File: src/rtl/acr_pkg.sv
package acr_pkg;
  localparam int DATA_W     = 32;
  localparam int STRB_W     = DATA_W / 8;
  localparam int NUM_WORDS  = 8;
  localparam int NUM_PARAMS = 6;
  localparam int IDX_W      = $clog2(NUM_WORDS);
  localparam int WORD_LSB   = 2;
  localparam int MAP_BITS   = IDX_W + WORD_LSB;

  localparam logic [IDX_W-1:0] IDX_IN_CH  = 3'd0;
  localparam logic [IDX_W-1:0] IDX_OUT_CH = 3'd1;
  localparam logic [IDX_W-1:0] IDX_MAP    = 3'd2;
  localparam logic [IDX_W-1:0] IDX_KERNEL = 3'd3;
  localparam logic [IDX_W-1:0] IDX_MODE   = 3'd4;
  localparam logic [IDX_W-1:0] IDX_BASE   = 3'd5;
  localparam logic [IDX_W-1:0] IDX_START  = 3'd6;
  localparam logic [IDX_W-1:0] IDX_DONE   = 3'd7;

  localparam logic [DATA_W-1:0] LAUNCH_CODE = 32'hF000_0000;
  localparam logic [1:0]        RESP_OKAY   = 2'b00;

  typedef enum logic [1:0] {
    SEQ_IDLE   = 2'd0,
    SEQ_LAUNCH = 2'd1,
    SEQ_RUN    = 2'd2
  } seq_state_t;

  function automatic logic [DATA_W-1:0] lane_mask(input logic [STRB_W-1:0] strb);
    logic [DATA_W-1:0] m;
    for (int b = 0; b < STRB_W; b++) m[b*8 +: 8] = {8{strb[b]}};
    return m;
  endfunction

  function automatic logic [DATA_W-1:0] lane_merge(input logic [DATA_W-1:0] old_v,
                                                   input logic [DATA_W-1:0] new_v,
                                                   input logic [STRB_W-1:0] strb);
    logic [DATA_W-1:0] m;
    m = lane_mask(strb);
    return (old_v & ~m) | (new_v & m);
  endfunction
endpackage

File: src/rtl/acr_axil_port.sv
module acr_axil_port
  import acr_pkg::*;
#(
  parameter int ADDR_W = 8
) (
  input  logic              clk,
  input  logic              rst_n,
  input  logic [ADDR_W-1:0] awaddr,
  input  logic              awvalid,
  output logic              awready,
  input  logic [DATA_W-1:0] wdata,
  input  logic [STRB_W-1:0] wstrb,
  input  logic              wvalid,
  output logic              wready,
  output logic [1:0]        bresp,
  output logic              bvalid,
  input  logic              bready,
  input  logic [ADDR_W-1:0] araddr,
  input  logic              arvalid,
  output logic              arready,
  output logic [DATA_W-1:0] rdata,
  output logic [1:0]        rresp,
  output logic              rvalid,
  input  logic              rready,
  output logic              wr_fire,
  output logic [ADDR_W-1:0] wr_addr,
  output logic [DATA_W-1:0] wr_data,
  output logic [STRB_W-1:0] wr_strb,
  output logic [ADDR_W-1:0] rd_addr,
  input  logic [DATA_W-1:0] rd_word
);
  logic rd_fire;

  // Address and data are taken together, one outstanding response at most.
  assign wr_fire = awvalid && wvalid && !bvalid;
  assign awready = wr_fire;
  assign wready  = wr_fire;
  assign wr_addr = awaddr;
  assign wr_data = wdata;
  assign wr_strb = wstrb;
  assign bresp   = RESP_OKAY;

  always_ff @(posedge clk or negedge rst_n) begin
    if (!rst_n)       bvalid <= 1'b0;
    else if (wr_fire) bvalid <= 1'b1;
    else if (bready)  bvalid <= 1'b0;
  end

  assign arready = !rvalid;
  assign rd_fire = arvalid && arready;
  assign rd_addr = araddr;
  assign rresp   = RESP_OKAY;

  always_ff @(posedge clk or negedge rst_n) begin
    if (!rst_n) begin
      rvalid <= 1'b0;
      rdata  <= '0;
    end else if (rd_fire) begin
      rvalid <= 1'b1;
      rdata  <= rd_word;
    end else if (rready) begin
      rvalid <= 1'b0;
    end
  end

  // response held until taken, no second write while pending
  assert_bvalid_hold_R1: assert property (@(posedge clk) disable iff (!rst_n)
    bvalid && !bready |=> bvalid);
  assert_no_write_pending_R1: assert property (@(posedge clk) disable iff (!rst_n)
    bvalid |-> !awready && !wready);
  assert_bvalid_after_fire_R1: assert property (@(posedge clk) disable iff (!rst_n)
    awvalid && wvalid && awready |=> bvalid);
  // read response held and stable until taken
  assert_rvalid_hold_R2: assert property (@(posedge clk) disable iff (!rst_n)
    rvalid && !rready |=> rvalid && $stable(rdata));
  assert_rvalid_after_fire_R2: assert property (@(posedge clk) disable iff (!rst_n)
    arvalid && arready |=> rvalid);
endmodule

File: src/rtl/acr_reg_bank.sv
module acr_reg_bank
  import acr_pkg::*;
#(
  parameter int ADDR_W = 8
) (
  input  logic              clk,
  input  logic              rst_n,
  input  logic              wr_fire,
  input  logic [ADDR_W-1:0] wr_addr,
  input  logic [DATA_W-1:0] wr_data,
  input  logic [STRB_W-1:0] wr_strb,
  input  logic [ADDR_W-1:0] rd_addr,
  input  logic              done_flag,
  output logic [DATA_W-1:0] rd_word,
  output logic [DATA_W-1:0] param_q [NUM_PARAMS],
  output logic              launch_hit
);
  logic             wr_mapped, rd_mapped;
  logic [IDX_W-1:0] wr_idx, rd_idx;
  logic             unused_addr_bits;

  assign wr_mapped = (wr_addr >> MAP_BITS) == '0;
  assign rd_mapped = (rd_addr >> MAP_BITS) == '0;
  assign wr_idx    = wr_addr[MAP_BITS-1:WORD_LSB];
  assign rd_idx    = rd_addr[MAP_BITS-1:WORD_LSB];
  assign unused_addr_bits = ^{wr_addr[WORD_LSB-1:0], rd_addr[WORD_LSB-1:0]};

  for (genvar p = 0; p < NUM_PARAMS; p++) begin : g_param
    always_ff @(posedge clk or negedge rst_n) begin
      if (!rst_n)
        param_q[p] <= '0;
      else if (wr_fire && wr_mapped && wr_idx == IDX_W'(p))
        param_q[p] <= lane_merge(param_q[p], wr_data, wr_strb);
    end
  end

  // The launch word keeps no storage: only the strobe-masked value is compared.
  assign launch_hit = wr_fire && wr_mapped && (wr_idx == IDX_START) &&
                      ((wr_data & lane_mask(wr_strb)) == LAUNCH_CODE);

  always_comb begin
    rd_word = '0;
    if (rd_mapped) begin
      case (rd_idx)
        IDX_IN_CH:  rd_word = param_q[0];
        IDX_OUT_CH: rd_word = param_q[1];
        IDX_MAP:    rd_word = param_q[2];
        IDX_KERNEL: rd_word = param_q[3];
        IDX_MODE:   rd_word = param_q[4];
        IDX_BASE:   rd_word = param_q[5];
        IDX_DONE:   rd_word = {{(DATA_W-1){1'b0}}, done_flag};
        default:    rd_word = '0;
      endcase
    end
  end

  // unmapped or unwritten offsets leave parameter words untouched
  assert_unmapped_no_write_R9: assert property (@(posedge clk) disable iff (!rst_n)
    wr_fire && !wr_mapped |=> $stable(param_q[0]) && $stable(param_q[5]));
  // launch only on the exact word index
  assert_launch_index_R4: assert property (@(posedge clk) disable iff (!rst_n)
    launch_hit |-> wr_idx == IDX_START);
endmodule

File: src/rtl/acr_sequencer.sv
module acr_sequencer
  import acr_pkg::*;
(
  input  logic              clk,
  input  logic              rst_n,
  input  logic              launch_hit,
  input  logic [DATA_W-1:0] param_q [NUM_PARAMS],
  input  logic              conv_done,
  input  logic              fc_done,
  output logic              conv_go,
  output logic              fc_go,
  output logic              done_flag,
  output logic [DATA_W-1:0] work_q [NUM_PARAMS]
);
  seq_state_t state;
  logic       mode_fc;
  logic       accept;
  logic       engine_done;
  logic       unused_mode_bits;

  assign accept      = launch_hit && (state == SEQ_IDLE);
  assign mode_fc     = work_q[IDX_MODE][0];
  assign engine_done = mode_fc ? fc_done : conv_done;
  assign unused_mode_bits = ^work_q[IDX_MODE][DATA_W-1:1];

  always_ff @(posedge clk or negedge rst_n) begin
    if (!rst_n) begin
      state     <= SEQ_IDLE;
      done_flag <= 1'b0;
    end else begin
      case (state)
        SEQ_IDLE: if (accept) begin
          state     <= SEQ_LAUNCH;
          done_flag <= 1'b0;
        end
        SEQ_LAUNCH: state <= SEQ_RUN;
        SEQ_RUN: if (engine_done) begin
          state     <= SEQ_IDLE;
          done_flag <= 1'b1;
        end
        default: state <= SEQ_IDLE;
      endcase
    end
  end

  for (genvar p = 0; p < NUM_PARAMS; p++) begin : g_work
    always_ff @(posedge clk or negedge rst_n) begin
      if (!rst_n)      work_q[p] <= '0;
      else if (accept) work_q[p] <= param_q[p];
    end
  end

  assign conv_go = (state == SEQ_LAUNCH) && !mode_fc;
  assign fc_go   = (state == SEQ_LAUNCH) &&  mode_fc;

  // one engine at a time, one-cycle pulses
  assert_go_exclusive_R5: assert property (@(posedge clk) disable iff (!rst_n)
    $onehot0({conv_go, fc_go}));
  assert_conv_go_pulse_R5: assert property (@(posedge clk) disable iff (!rst_n)
    conv_go |=> !conv_go);
  assert_fc_go_pulse_R5: assert property (@(posedge clk) disable iff (!rst_n)
    fc_go |=> !fc_go);
  assert_go_follows_launch_R5: assert property (@(posedge clk) disable iff (!rst_n)
    accept |=> conv_go || fc_go);
  // accepted launch clears completion; foreign done pulse ignored
  assert_done_cleared_R6: assert property (@(posedge clk) disable iff (!rst_n)
    accept |=> !done_flag);
  assert_foreign_done_R6: assert property (@(posedge clk) disable iff (!rst_n)
    (state == SEQ_RUN) && !engine_done |=> !done_flag);
  // working set frozen outside acceptance; launch while running ignored
  assert_work_stable_R8: assert property (@(posedge clk) disable iff (!rst_n)
    !accept |=> $stable(work_q[0]) && $stable(work_q[5]) && $stable(mode_fc));
  assert_busy_launch_R8: assert property (@(posedge clk) disable iff (!rst_n)
    launch_hit && (state == SEQ_RUN) && !engine_done |=> !conv_go && !fc_go);
endmodule

File: src/rtl/accel_cmd_regs.sv
module accel_cmd_regs
  import acr_pkg::*;
#(
  parameter int ADDR_W = 8
) (
  input  logic              clk,
  input  logic              rst_n,
  input  logic [ADDR_W-1:0] s_awaddr,
  input  logic              s_awvalid,
  output logic              s_awready,
  input  logic [31:0]       s_wdata,
  input  logic [3:0]        s_wstrb,
  input  logic              s_wvalid,
  output logic              s_wready,
  output logic [1:0]        s_bresp,
  output logic              s_bvalid,
  input  logic              s_bready,
  input  logic [ADDR_W-1:0] s_araddr,
  input  logic              s_arvalid,
  output logic              s_arready,
  output logic [31:0]       s_rdata,
  output logic [1:0]        s_rresp,
  output logic              s_rvalid,
  input  logic              s_rready,
  output logic              conv_go,
  input  logic              conv_done,
  output logic              fc_go,
  input  logic              fc_done,
  output logic [31:0]       act_in_ch,
  output logic [31:0]       act_out_ch,
  output logic [31:0]       act_map_size,
  output logic [31:0]       act_kernel,
  output logic [31:0]       act_img_base
);
  logic              wr_fire, launch_hit, done_flag;
  logic [ADDR_W-1:0] wr_addr, rd_addr;
  logic [DATA_W-1:0] wr_data, rd_word;
  logic [STRB_W-1:0] wr_strb;
  logic [DATA_W-1:0] param_q [NUM_PARAMS];
  logic [DATA_W-1:0] work_q  [NUM_PARAMS];

  acr_axil_port #(.ADDR_W(ADDR_W)) u_port (
    .clk(clk), .rst_n(rst_n),
    .awaddr(s_awaddr), .awvalid(s_awvalid), .awready(s_awready),
    .wdata(s_wdata), .wstrb(s_wstrb), .wvalid(s_wvalid), .wready(s_wready),
    .bresp(s_bresp), .bvalid(s_bvalid), .bready(s_bready),
    .araddr(s_araddr), .arvalid(s_arvalid), .arready(s_arready),
    .rdata(s_rdata), .rresp(s_rresp), .rvalid(s_rvalid), .rready(s_rready),
    .wr_fire(wr_fire), .wr_addr(wr_addr), .wr_data(wr_data), .wr_strb(wr_strb),
    .rd_addr(rd_addr), .rd_word(rd_word)
  );

  acr_reg_bank #(.ADDR_W(ADDR_W)) u_bank (
    .clk(clk), .rst_n(rst_n),
    .wr_fire(wr_fire), .wr_addr(wr_addr), .wr_data(wr_data), .wr_strb(wr_strb),
    .rd_addr(rd_addr), .done_flag(done_flag), .rd_word(rd_word),
    .param_q(param_q), .launch_hit(launch_hit)
  );

  acr_sequencer u_seq (
    .clk(clk), .rst_n(rst_n), .launch_hit(launch_hit), .param_q(param_q),
    .conv_done(conv_done), .fc_done(fc_done),
    .conv_go(conv_go), .fc_go(fc_go), .done_flag(done_flag), .work_q(work_q)
  );

  assign act_in_ch    = work_q[0];
  assign act_out_ch   = work_q[1];
  assign act_map_size = work_q[2];
  assign act_kernel   = work_q[3];
  assign act_img_base = work_q[5];
endmodule

File: config.mk
export PLATFORM = sky130hd
export DESIGN_NAME = accel_cmd_regs
export DESIGN_NICKNAME = d
export VERILOG_FILES = /design/src/rtl/acr_pkg.sv /design/src/rtl/acr_axil_port.sv /design/src/rtl/acr_reg_bank.sv /design/src/rtl/acr_sequencer.sv /design/src/rtl/accel_cmd_regs.sv
export SDC_FILE = /design/constraint.sdc
export NUM_CORES = 1
export LEC_CHECK = 0
export ABC_AREA = 1
export BUFFER_PORTS_ARGS = -buffer_cell sky130_fd_sc_hd__buf_2
export CAP_MARGIN = 20
export CELL_PAD_IN_SITES_DETAIL_PLACEMENT = 0
export CELL_PAD_IN_SITES_GLOBAL_PLACEMENT = 2
export CORE_ASPECT_RATIO = 1.4
export CORE_MARGIN = 1.5
export CORE_UTILIZATION = 34
export DETAILED_ROUTE_END_ITERATION = 16
export HOLD_SLACK_MARGIN = 0.06
export PLACE_DENSITY_LB_ADDON = 0.25
export SLEW_MARGIN = 20
export SYNTH_ARGS = -nofsm -noshare
export SYNTH_HDL_FRONTEND = slang
export SYNTH_SLANG_ARGS = --single-unit
File: constraint.sdc
create_clock -name clk -period 2.1 [get_ports clk]
set_clock_uncertainty 0.2 [all_clocks]
set_input_delay 0.525 -clock clk [delete_from_list [all_inputs] [get_ports clk]]
set_output_delay 0.525 -clock clk [all_outputs]
set_load 0.01 [all_outputs]
==> reports/summary.txt, run 1 <==
Status - complete, but fails checks
Violated checks - negative setup slack
Clk Latency, worst-skew pair - 0.55 ns
DR WL met3 - 2531 um
Layout cells sized above 1 - 22.62%
P_leak - 11.94 nW
Antenna violations before repair - 4
Overall Global Routing Usage - 21.90%
FF+latch count, synth - 390
Distinct cells, synth - 26
Critical path class - reg -> out
Die area - 53990 um^2
Post-Synthesis Cells - 2104
Sequential element share of the synthesized area - 54.59%
Number of I/O port buffers - 255
Arrival @ worst endpoint - 1.45 ns
Seq pwr share - 47.0%
Final Non-Filler Cells - 3004
Part of the power in combinational logic - 6.1%
Critical path's slowest cell - dfrtp_1
Clock tree sinks - 390
Crit start category - flop
Root Driver - clkbuf_16
Slew @ Worst Pin - 0.5308 ns
Mapped cell area - 17880 um^2
Post-placement cell count - 2885
Final net count - 2375
CP Data Required Time - 1.37 ns
EDFF count, synth - 0
Top routing layer in use - met5
Met1 WL - 27170 um
Avg Vias per Cell - 4.926
DR vias - 14797
Max VDD drop - 0.0004968 V
Synth-to-layout area growth - 23.91%
Die X - 196.8 um
Ranking of synthesized cells by area - dfrtp_1 55%, nand2_1 17%, buf_4 6.9%
Critical path cell sequence - inv_2, or2_4, nor2_1, buf_2
Final Util - 42.58%
Clk pwr share - 46.8%
Setup violations, final - 2
Total grt overflow - 0
Final max-slew violation count - 0
Antenna Nets Post-Route - 0
Vias in the first global route - 14704
Switching part of the total - 23.73%
YS warnings - 0
Bufs on Longest Clock Path - 3
Critical Path End Type - primary output
R2r setup slk - 0.08 ns
Ys flop type - dfrtp_1
Post-synth ARST share - 100.0%
DR pass1 iterations - 7
Placer Congestion - 0.8270
DRT iter0 DRCs - 929
Cell taking the most area after synthesis - dfrtp_1
Routed len/inst - 20.53 um
First-pass GRT wire length - 90510 um
Slew HR - 64.61%
Die H - 274.3 um
Max cap viols - 0
CTS tree - yes
CP max FO - 3
P_int - 0.01273 W
Most common cell in the synthesized netlist - nand2_1
Detailed Place HPWL - 41280 um
Detail Route met2 WL - 30440 um
Fmax - 459.7 MHz
Largest net degree at the start of global routing - 78
Period minus WS final - 2.175 ns
Worst reg2reg path depth - 11
Core area - 52020 um^2
Depth of the CTS H-tree - 2
Switching Power - 0.003959 W
Synthesized area per cell - 8.497 um^2
Setup ws final - -0.07530 ns
I/O pin cnt - 264
Design Power - 0.01669 W
CP max stage delay - 0.36 ns
Post-synth top area share - 54.59%
Hold-critical path depth - 4
Reg clk slew, reported paths - 0.06 ns
Site row count - 99
Total power per unit cell area - 753.3 nW/um^2
Post-Route WL - 61680 um
Post-route DRC violation count - 0
Worst hold-check path type - in -> reg
Cts bufs inserted - 43
Synth cell count leaders - 809 x nand2_1, 390 x dfrtp_1, 197 x o21ai_0, 165 x buf_4, 165 x nand4_1
Final hold viol count - 0
Crit share post-route - 103.6%
Initial Utilization - 34.37%
RSZ-0062 raised after global routing - yes
## layout make-up
cell class              count  area [um^2]
well taps                 656        820.8
multi-input cells        1342         6078
clock buffers              63         1304
repair buffers            443         3676
diodes                      1        2.502
fillers                  5269        29870
inverters                  94        352.8
clock inverters            15        158.9
flip-flops and latches    390         9759
## power by group through the flow
stage                     logic (W)  clock network [W]  registers [W]
after floorplan            0.000390                  0        0.00794
after global placement      0.00101                  0        0.00798
after detailed placement    0.00102                  0        0.00798
after CTS                   0.00103            0.00803        0.00785
after global routing        0.00114            0.00832        0.00787
final                       0.00102            0.00782        0.00785
## logic make-up after synthesis
family                 Yosys count  synth area share [%]
buffers and inverters          375                 11.93
other                            1               0.02098
AO/OA/AOI/OAI                  251                 7.677
AND/OR/NAND/NOR               1087                 25.79
flip-flops                     390                 54.59
## worst paths after layout
kind                                                from                       endpoint
max                           u_seq.state[0]$_DFFE_PN0P_                          fc_go
min                                          s_wdata[12]                           flop
max reg2reg                   u_seq.state[1]$_DFFE_PN0P_   u_seq.work_q[78]$_DFFE_PN0P_
min reg2reg                u_seq.work_q[148]$_DFFE_PN0P_  u_seq.work_q[148]$_DFFE_PN0P_
max in group asynchronous                          rst_n  u_seq.work_q[166]$_DFFE_PN0P_
min in group asynchronous                          rst_n                      async pin
## placed cells by master, fill, tap and decap left out, drive strengths merged
| cell | Yosys | layout |
|---|---|---|
| a21oi | 8 | 8 |
| dfrtp | 390 | 390 |
| clkbuf | 65 | 80 |
| o21ai | 198 | 198 |
| conb | 1 | 4 |
| o21a | 27 | 27 |
| nand3b | 8 | 8 |
| nand4 | 165 | 165 |
| nor3b | 2 | 2 |
| or2 | 1 | 1 |
| a22oi | 8 | 8 |
| inv | 93 | 94 |
| dlygate4sd3 | 0 | 7 |
| clkinv | 1 | 10 |
| nand3 | 45 | 45 |
| nor2 | 54 | 54 |
| diode | 0 | 1 |
| clkinvlp | 0 | 2 |
| nor3 | 3 | 3 |
| bufinv | 0 | 3 |
| nand2 | 809 | 809 |
| buf | 216 | 419 |
| o211ai | 10 | 10 |
## metrics by stage
step	setup slack [ns]	cell area [um^2]	hold WS, ns	TNS [ns]
floorplan	0.04683	17890	0.02941	0
global placement	-0.2154	19950	0.2389	-32.16
detailed placement	-0.2246	19950	0.2346	-32.51
CTS	-0.08900	21490	0.07374	-0.1618
global route	-0.1169	22150	0.1029	-0.3676
finish	-0.07530	22150	0.1004	-0.1400
## metal layers
metal,up-vias,GRT usage (%)
li1,7124,-
met1,7175,29.35
met2,407,37.07
met3,87,2.780
met4,4,6.288
met5,-,0
## worst max-delay path, delay by kind of cell, from the launching register on
kind                   cells  cell delay, ns
AND/OR/NAND/NOR            2            0.36
flip-flops                 1            0.36
buffers and inverters      2            0.18
## timing repair
item / CTS / global route
hold buffers: 7 / 0
setup buffers: 2 / 12
gates resized for setup: 2 / 28
gates cloned: 0 / 20
pin swaps: 0 / 16
endpoints found under the hold margin: 300 / 0
setup endpoints to repair: 6 / 157
(Power assumes the default switching activity.)
==> run 2, diff against run 1 <==
--- a/config.mk
+++ b/config.mk
@@ -5,14 +5,14 @@
 export SDC_FILE = /design/constraint.sdc
 export NUM_CORES = 1
 export LEC_CHECK = 0
-export ABC_AREA = 1
+export ABC_AREA = 0
 export BUFFER_PORTS_ARGS = -buffer_cell sky130_fd_sc_hd__buf_2
 export CAP_MARGIN = 20
 export CELL_PAD_IN_SITES_DETAIL_PLACEMENT = 0
 export CELL_PAD_IN_SITES_GLOBAL_PLACEMENT = 2
 export CORE_ASPECT_RATIO = 1.4
 export CORE_MARGIN = 1.5
-export CORE_UTILIZATION = 34
+export CORE_UTILIZATION = 39
 export DETAILED_ROUTE_END_ITERATION = 16
 export HOLD_SLACK_MARGIN = 0.06
 export PLACE_DENSITY_LB_ADDON = 0.25
==> run 2 against run 1 <==
Compared with the run above:
- the flow still finishes with violations (negative setup slack)
- power fell by 4.0%
- sequential share of layout area increased by 0.74 points
- non-clock buffer count shrank 10
- setup slack got worse by 0.28 ns
- global-route usage is 1.3 points lower
- critical endpoint is now u_seq.work_q[168]$_DFFE_PN0P_
- largest power group unchanged
- sequential power shrank 0.8%
- hold slack better by 0.0062 ns
- synthesized cell count is 42% lower
==> reports/summary.txt, run 2 <==
Core area - 42430 um^2 (-18%)
Post-route DRC violation count - 0 (unchanged)
Depth of the CTS H-tree - 2 (unchanged)
Reg-to-reg endpoint - u_seq.work_q[168]$_DFFE_PN0P_
Initial Utilization - 39.70% (+5.3 points)
Number of fill cells in the layout - 3724 (-29%)
Placed cell areas - 19030 um^2 (-4.6%)
YS warnings - 0 (unchanged)
Vias in the first global route - 11319 (-23%)
RSZ-0062 raised after global routing - yes
CTS tree - yes
Final hold viol count - 0 (unchanged)
Antenna violations before repair - 4 (unchanged)
Max cap viols - 0 (unchanged)
DRT iter0 DRCs - 396 (-57%)
Final Util - 51.35% (+8.8 points)
Synthesized area per cell - 13.88 um^2 (+63%)
DR vias - 10550 (-29%)
Layout cells sized above 1 - 56.63% (+34 points)
Critical Path End Type - flop
Final max-slew violation count - 0 (unchanged)
Post-Route WL - 46790 um (-24%)
Number of I/O port buffers - 255 (unchanged)
FF+latch count, synth - 390 (unchanged)
Synth-to-layout area growth - 29.32%
Most common cell after layout, fill and taps aside - dfrtp_1
Slew HR - 56.88% (-7.7 points)
Max VDD drop - 0.0004650 V (-6.4%)
Sequential element share of the synthesized area - 57.94% (+3.3 points)
Mapped cell area - 16840 um^2 (-5.8%)
Slew @ Worst Pin - 0.6410 ns (+0.1102 ns)
Clk Latency, worst-skew pair - 0.53 ns (-0.02 ns)
Root Driver - clkbuf_16
Site row count - 89 (-10%)
Crit share post-route - 117.0% (+13 points)
Critical path cell sequence - or4_4, nor2_4, nand2_2, nor4_4, buf_6, buf_12, clkbuf_16, mux2_4
Cell taking the most area after synthesis - dfrtp_1
Violated checks - negative setup slack
Distinct cells, synth - 31 (+19%)
Top Family by Delay on Critical Path - simple AND/OR/NAND/NOR gates
Hold-critical path depth - 2 (-2)
Total grt overflow - 0 (unchanged)
Detailed Place HPWL - 31340 um (-24%)
Hold_sp - s_wdata[17]
Commonest non-fill, non-tap cells in the layout - 390 x dfrtp_1, 252 x buf_2, 183 x mux2_2, 147 x mux2_4, 91 x buf_4
Cts bufs inserted - 40 (-7.0%)
I/O pin cnt - 264 (unchanged)
Placer Congestion - 0.7621 (-7.8%)
First-pass GRT wire length - 69030 um (-24%)
Routed len/inst - 22.78 um (+11%)
Bufs on Longest Clock Path - 3 (unchanged)
Antenna Nets Post-Route - 0 (unchanged)
CP Data Required Time - 2.31 ns (+0.94 ns)
Avg Vias per Cell - 5.136 (+4.3%)
DR pass1 iterations - 4 (-3)
CP max stage delay - 0.55 ns (+0.19 ns)
Fmax - 407.1 MHz (-11%)
Worst reg2reg path depth - 8 (-3)
Post-Synthesis Cells - 1214 (-42%)
Ranking of synthesized cells by area - dfrtp_1 58%, mux2_2 18%, buf_4 7.8%
Worst hold-check path type - in -> reg
R2r setup slk - -0.36 ns (-0.44 ns)
P_leak - 11.34 nW (-5.0%)
Worst R2R Start - u_seq.state[1]$_DFFE_PN0P_
Most common cell in the synthesized netlist - dfrtp_1
Post-synth top area share - 57.94% (+3.3 points)
CP max FO - 6 (+3)
Overall Global Routing Usage - 20.57% (-1.3 points)
Buf/Inv on CP - 3 (+1)
Final net count - 1539 (-35%)
Die X - 178.6 um (-9.2%)
Total power per unit cell area - 735.6 nW/um^2 (-2.4%)
Final Cell Area - 21780 um^2 (-1.7%)
Arrival @ worst endpoint - 2.67 ns (+1.22 ns)
Critical path class - reg -> reg
Clock tree sinks - 390 (unchanged)
Post-synth ARST share - 100.0% (unchanged)
Reg clk slew, reported paths - 0.06 ns (about the same)
Ys flop type - dfrtp_1
Critical path's slowest cell - or4_4
Period minus WS final - 2.456 ns (+0.2812 ns)
Die H - 248.9 um (-9.3%)
Crit start category - flop
Die area - 44470 um^2 (-18%)
Setup violations, final - 296 (+294)
EDFF count, synth - 0 (unchanged)
Synth cell count leaders - 390 x dfrtp_1, 276 x mux2_2, 174 x buf_4, 88 x a22oi_1, 79 x mux2_1
Diode count - 0 (-1)
Largest net degree at the start of global routing - 50 (-36%)
Setup ws final - -0.3565 ns (-0.2812 ns)
Status - complete, but fails checks
run 2: logic make-up (layout without fill, tap and decap cells):
kind of cell,Yosys count,after routing,share of synthesized area [%]
muxes,355,355,23.73
AOI/OAI and AO/OA,160,160,6.804
other,1,4,0.02226
buffers and inverters,218,509,8.794
and+or+nand+nor,90,90,2.711
DFF,390,390,57.94
run 2: where the power goes:
group	internal, W	switching (W)	total (W)
combinational	0.000379	0.000502	0.000881
sequential	0.00767	0.000125	0.00779
clock	0.00447	0.00288	0.00735
total	0.0125	0.00351	0.0160
run 2: cell type report:
class                           instances  area (um^2)  share of cell area, %
Clock inverter                          9        145.1                 0.6662
Multi-Input combinational cell        609         6411                  29.43
Timing Repair Buffer                  433         3552                  16.31
Tap cell                              546        683.2                  3.136
Inverter                                4        15.01                0.06892
Sequential cell                       390         9759                  44.80
Clock buffer                           63         1219                  5.594
run 2: worst max-delay path by stage:
stage                                     startpoint                             to  slack [ns]  cells past startpoint
after floorplan                          s_wdata[25]  u_seq.work_q[100]$_DFFE_PN0P_       -0.39                      7
after global placement                    s_wdata[1]  u_seq.work_q[165]$_DFFE_PN0P_       -1.02                      8
after detailed placement                  s_wdata[1]   u_seq.work_q[96]$_DFFE_PN0P_       -1.10                      8
after CTS                 u_seq.state[1]$_DFFE_PN0P_   u_seq.work_q[14]$_DFFE_PN0P_       -0.39                      7
after global routing      u_seq.state[1]$_DFFE_PN0P_  u_seq.work_q[182]$_DFFE_PN0P_       -0.45                      7
final                     u_seq.state[1]$_DFFE_PN0P_  u_seq.work_q[168]$_DFFE_PN0P_       -0.36                      8
run 2: per-layer routing:
| layer | share of wire, % | global-route usage, % | up-vias |
|---|---|---|---|
| met5 | 0.12 | 0 | - |
| met4 | 2.1 | 5.071 | 8 |
| met3 | 4.0 | 2.869 | 68 |
| met2 | 51 | 35.85 | 243 |
| met1 | 43 | 26.69 | 5504 |
| li1 | - | - | 4727 |
run 2: worst register-to-register path: stages (launching register included):
cell,delay (ns)
dfrtp_1,0.38
or4_4,0.55
nor2_4,0.11
nand2_2,0.08
nor4_4,0.19
buf_6,0.20
buf_12,0.16
clkbuf_16,0.17
mux2_4,0.29
run 2: stage by stage:
step / power (W) / TNS [ns] / instances / hold slack [ns] / setup slack (ns)
3_5_place_dp: 0.008756 / -224.16 / 1948 / 0.2612 / -1.104
3_3_place_gp: 0.008741 / -201.75 / 1948 / 0.2532 / -1.023
4_1_cts: 0.01619 / -56.54 / 2036 / 0.08520 / -0.3906
2_1_floorplan: 0.008147 / -55.35 / 1217 / 0.02941 / -0.3927
5_1_grt: 0.01663 / -85.12 / 2054 / 0.09435 / -0.4496
6_report: 0.01603 / -57.82 / 2054 / 0.1067 / -0.3565
run 2: timing repair:
action,CTS,global route
setup buffers,13,10
endpoints found under the setup margin,271,346
cloned,1,13
gates resized for setup,64,167
pin swaps,3,4
hold endpoints to repair,30,0
hold buffers,3,0
==> run 3, diff against run 2 <==
--- a/config.mk
+++ b/config.mk
@@ -6,7 +6,7 @@
 export NUM_CORES = 1
 export LEC_CHECK = 0
 export ABC_AREA = 0
-export BUFFER_PORTS_ARGS = -buffer_cell sky130_fd_sc_hd__buf_2
+export BUFFER_PORTS_ARGS = -buffer_cell sky130_fd_sc_hd__buf_4
 export CAP_MARGIN = 20
 export CELL_PAD_IN_SITES_DETAIL_PLACEMENT = 0
 export CELL_PAD_IN_SITES_GLOBAL_PLACEMENT = 2
==> constraint.sdc (replaced) <==
create_clock -name clk -period 2.1 [get_ports clk]
set_clock_uncertainty 0.2 [all_clocks]
set_input_delay 0.525 -clock clk [delete_from_list [all_inputs] [get_ports clk]]
set_output_delay 0.525 -clock clk [all_outputs]
set_load 0.005 [all_outputs]
==> run 3 against run 2 <==
Compared with the run above:
- the run still ends with negative setup slack left
- highest routed layer is now met4
- setup slack worse by 0.011 ns
- design area down 0.65%
- sequential cell count unchanged
- combinational power up 2%
- clock-buffer cell count down 8
- largest power group unchanged
- die area unchanged
- sequential share of layout area up 0.29 points
- via count down 0.62%
- wire length down 1.5%
- clock power about the same
==> reports/summary.txt, run 3 (synthesis gave the netlist of run 2 again) <==
Status - complete, but fails checks
Violated checks - negative setup slack
CP max FO - 8 (+2)
Commonest non-fill, non-tap cells in the layout - 390 x dfrtp_1, 347 x buf_4, 248 x mux2_2, 88 x a22oi_1, 62 x mux2_1
Setup ws final - -0.3677 ns (-0.01119 ns)
Reg clk slew, reported paths - 0.06 ns (about the same)
Final max-slew violation count - 0 (unchanged)
Synth-to-layout area growth - 28.49%
CP max stage delay - 0.56 ns (about the same)
Slew HR - 59.99% (+3.1 points)
Clk Latency, worst-skew pair - 0.54 ns (about the same)
Placer Congestion - 0.7627 (about the same)
DRT iter0 DRCs - 560 (+41%)
Initial Utilization - 39.70% (unchanged)
Worst R2R Start - u_seq.state[1]$_DFFE_PN0P_
Worst reg2reg path depth - 8 (unchanged)
Total grt overflow - 0 (unchanged)
Critical path cell sequence - or4_4, nor2_4, nand2_2, nor4_4, buf_6, buf_12, clkbuf_16, mux2_1
Hold_ws - 0.08440 ns (-0.02225 ns)
First-pass GRT wire length - 70260 um (+1.8%)
Total power per unit cell area - 740.1 nW/um^2 (+0.61%)
Number of I/O port buffers - 255 (unchanged)
Final hold viol count - 0 (unchanged)
Antenna Nets Post-Route - 0 (unchanged)
Bufs on Longest Clock Path - 3 (unchanged)
Cts bufs inserted - 41 (+2.5%)
Max VDD drop - 0.0006106 V (+31%)
Fmax - 405.2 MHz (-0.45%)
Root Driver - clkbuf_16
DR pass1 iterations - 5 (+1)
CTS tree - yes
Critical Path End Type - flop
Crit share post-route - 117.5% (+0.53 points)
Vias in the first global route - 11389 (+0.62%)
RSZ-0062 raised after global routing - yes
Period minus WS final - 2.468 ns (+0.01119 ns)
Reg-to-reg endpoint - u_seq.work_q[28]$_DFFE_PN0P_
Setup violations, final - 294 (-0.68%)
Placed cell areas - 19640 um^2 (+3.2%)
Critical path class - reg -> reg
Post-route DRC violation count - 0 (unchanged)
Post-Route WL - 46080 um (-1.5%)
Site row count - 89 (unchanged)
Die X - 178.6 um (unchanged)
Worst hold-check path type - in -> reg
Layout cells sized above 1 - 54.03% (-2.6 points)
Die area - 44470 um^2 (unchanged)
R2r setup slk - -0.37 ns (about the same)
DR vias - 10485 (-0.62%)
Hold-critical path depth - 2 (unchanged)
P_leak - 11.18 nW (-1.4%)
I/O pin cnt - 264 (unchanged)
Avg Vias per Cell - 5.152 (+0.31%)
Hold_sp - s_wdata[30]
Die H - 248.9 um (unchanged)
Antenna violations before repair - 0 (-4)
Slew @ Worst Pin - 0.6001 ns (-0.04091 ns)
Most common cell after layout, fill and taps aside - dfrtp_1
CP Data Required Time - 2.31 ns (about the same)
Overall Global Routing Usage - 21.11% (+0.54 points)
Detailed Place HPWL - 31660 um (+1.0%)
Clock tree sinks - 390 (unchanged)
Max cap viols - 0 (unchanged)
Arrival @ worst endpoint - 2.68 ns (about the same)
Final net count - 1521 (-1.2%)
Final Cell Area - 21640 um^2 (-0.65%)
Core area - 42430 um^2 (unchanged)
Routed len/inst - 22.64 um (-0.62%)
Largest net degree at the start of global routing - 54 (+8.0%)
Crit start category - flop
Depth of the CTS H-tree - 2 (unchanged)
Critical path's slowest cell - or4_4
run 3: changes by cell type in the layout (fill, tap and decap cells not counted), sizes merged:
cell         delta
inv             +2
clkbuf         -17
bufinv          -1
diode           +1
dlygate4sd3     +3
clkinvlp        +2
buf            -13
clkinv          +4
run 3: metal layers:
metal	track usage [%]	up-vias	share of wire (%)
li1	-	4702	-
met2	37.57	272	53
met4	5.500	0	2.1
met1	26.41	5453	41
met3	3.175	58	4.2
met5	0	-	0
run 3: repair_timing:
item | in CTS | in global routing
hold buffers | 6 | 0
hold endpoints to repair | 37 | 0
endpoints found under the setup margin | 302 | 336
pin swaps | 3 | 3
setup buffers | 3 | 5
cloned | 2 | 1
resized for setup | 64 | 48
run 3: where the power goes:
| group | internal (W) | leakage (nW) | switching, W | total (W) |
|---|---|---|---|---|
| sequential | 0.00767 | 5.42 | 0.000120 | 0.00779 |
| combinational | 0.000405 | 5.10 | 0.000494 | 0.000899 |
| clock | 0.00433 | 0.668 | 0.00300 | 0.00733 |
run 3: worst max path at each step:
stage / from / to / slack, ns
2_1_floorplan: s_wdata[25] / u_seq.work_q[100]$_DFFE_PN0P_ / -0.39
3_3_place_gp: s_wdata[1] / u_seq.work_q[188]$_DFFE_PN0P_ / -1.17
3_5_place_dp: s_wdata[1] / u_seq.work_q[128]$_DFFE_PN0P_ / -1.16
4_1_cts: u_seq.state[1]$_DFFE_PN0P_ / u_seq.work_q[66]$_DFFE_PN0P_ / -0.42
5_1_grt: u_seq.state[1]$_DFFE_PN0P_ / u_seq.work_q[28]$_DFFE_PN0P_ / -0.44
6_report: u_seq.state[1]$_DFFE_PN0P_ / u_seq.work_q[28]$_DFFE_PN0P_ / -0.37
run 3: per-stage QoR:
stage          std cells  power (W)  util [%]  worst slack (ns)  TNS [ns]
2_1_floorplan       1217   0.008140         -           -0.3928    -55.36
3_3_place_gp        1946   0.008775     46.29            -1.165   -230.79
3_5_place_dp        1946   0.008794     46.29            -1.163   -228.15
4_1_cts             2028    0.01621     50.43           -0.4170    -58.51
5_1_grt             2034    0.01662     51.01           -0.4356    -83.51
6_report            2035    0.01602     51.01           -0.3677    -61.29
run 3: area by class of cell:
cell class                 count  area (um^2)
multi-input combinational    609         6031
tap                          546        683.2
fill                        3656        20780
timing repair buffer         414         3789
clock inverter                16        182.7
clock buffer                  55         1181
sequential                   390         9759
inverter                       4        15.01
antenna                        1        2.502
run 3: worst max-delay path: cells and delay by family, from the launching register on:
family                 cells  cell delay (ns)
multiplexers               1             0.31
AND/OR/NAND/NOR            4             0.93
flip-flops                 1             0.39
buffers and inverters      3             0.51
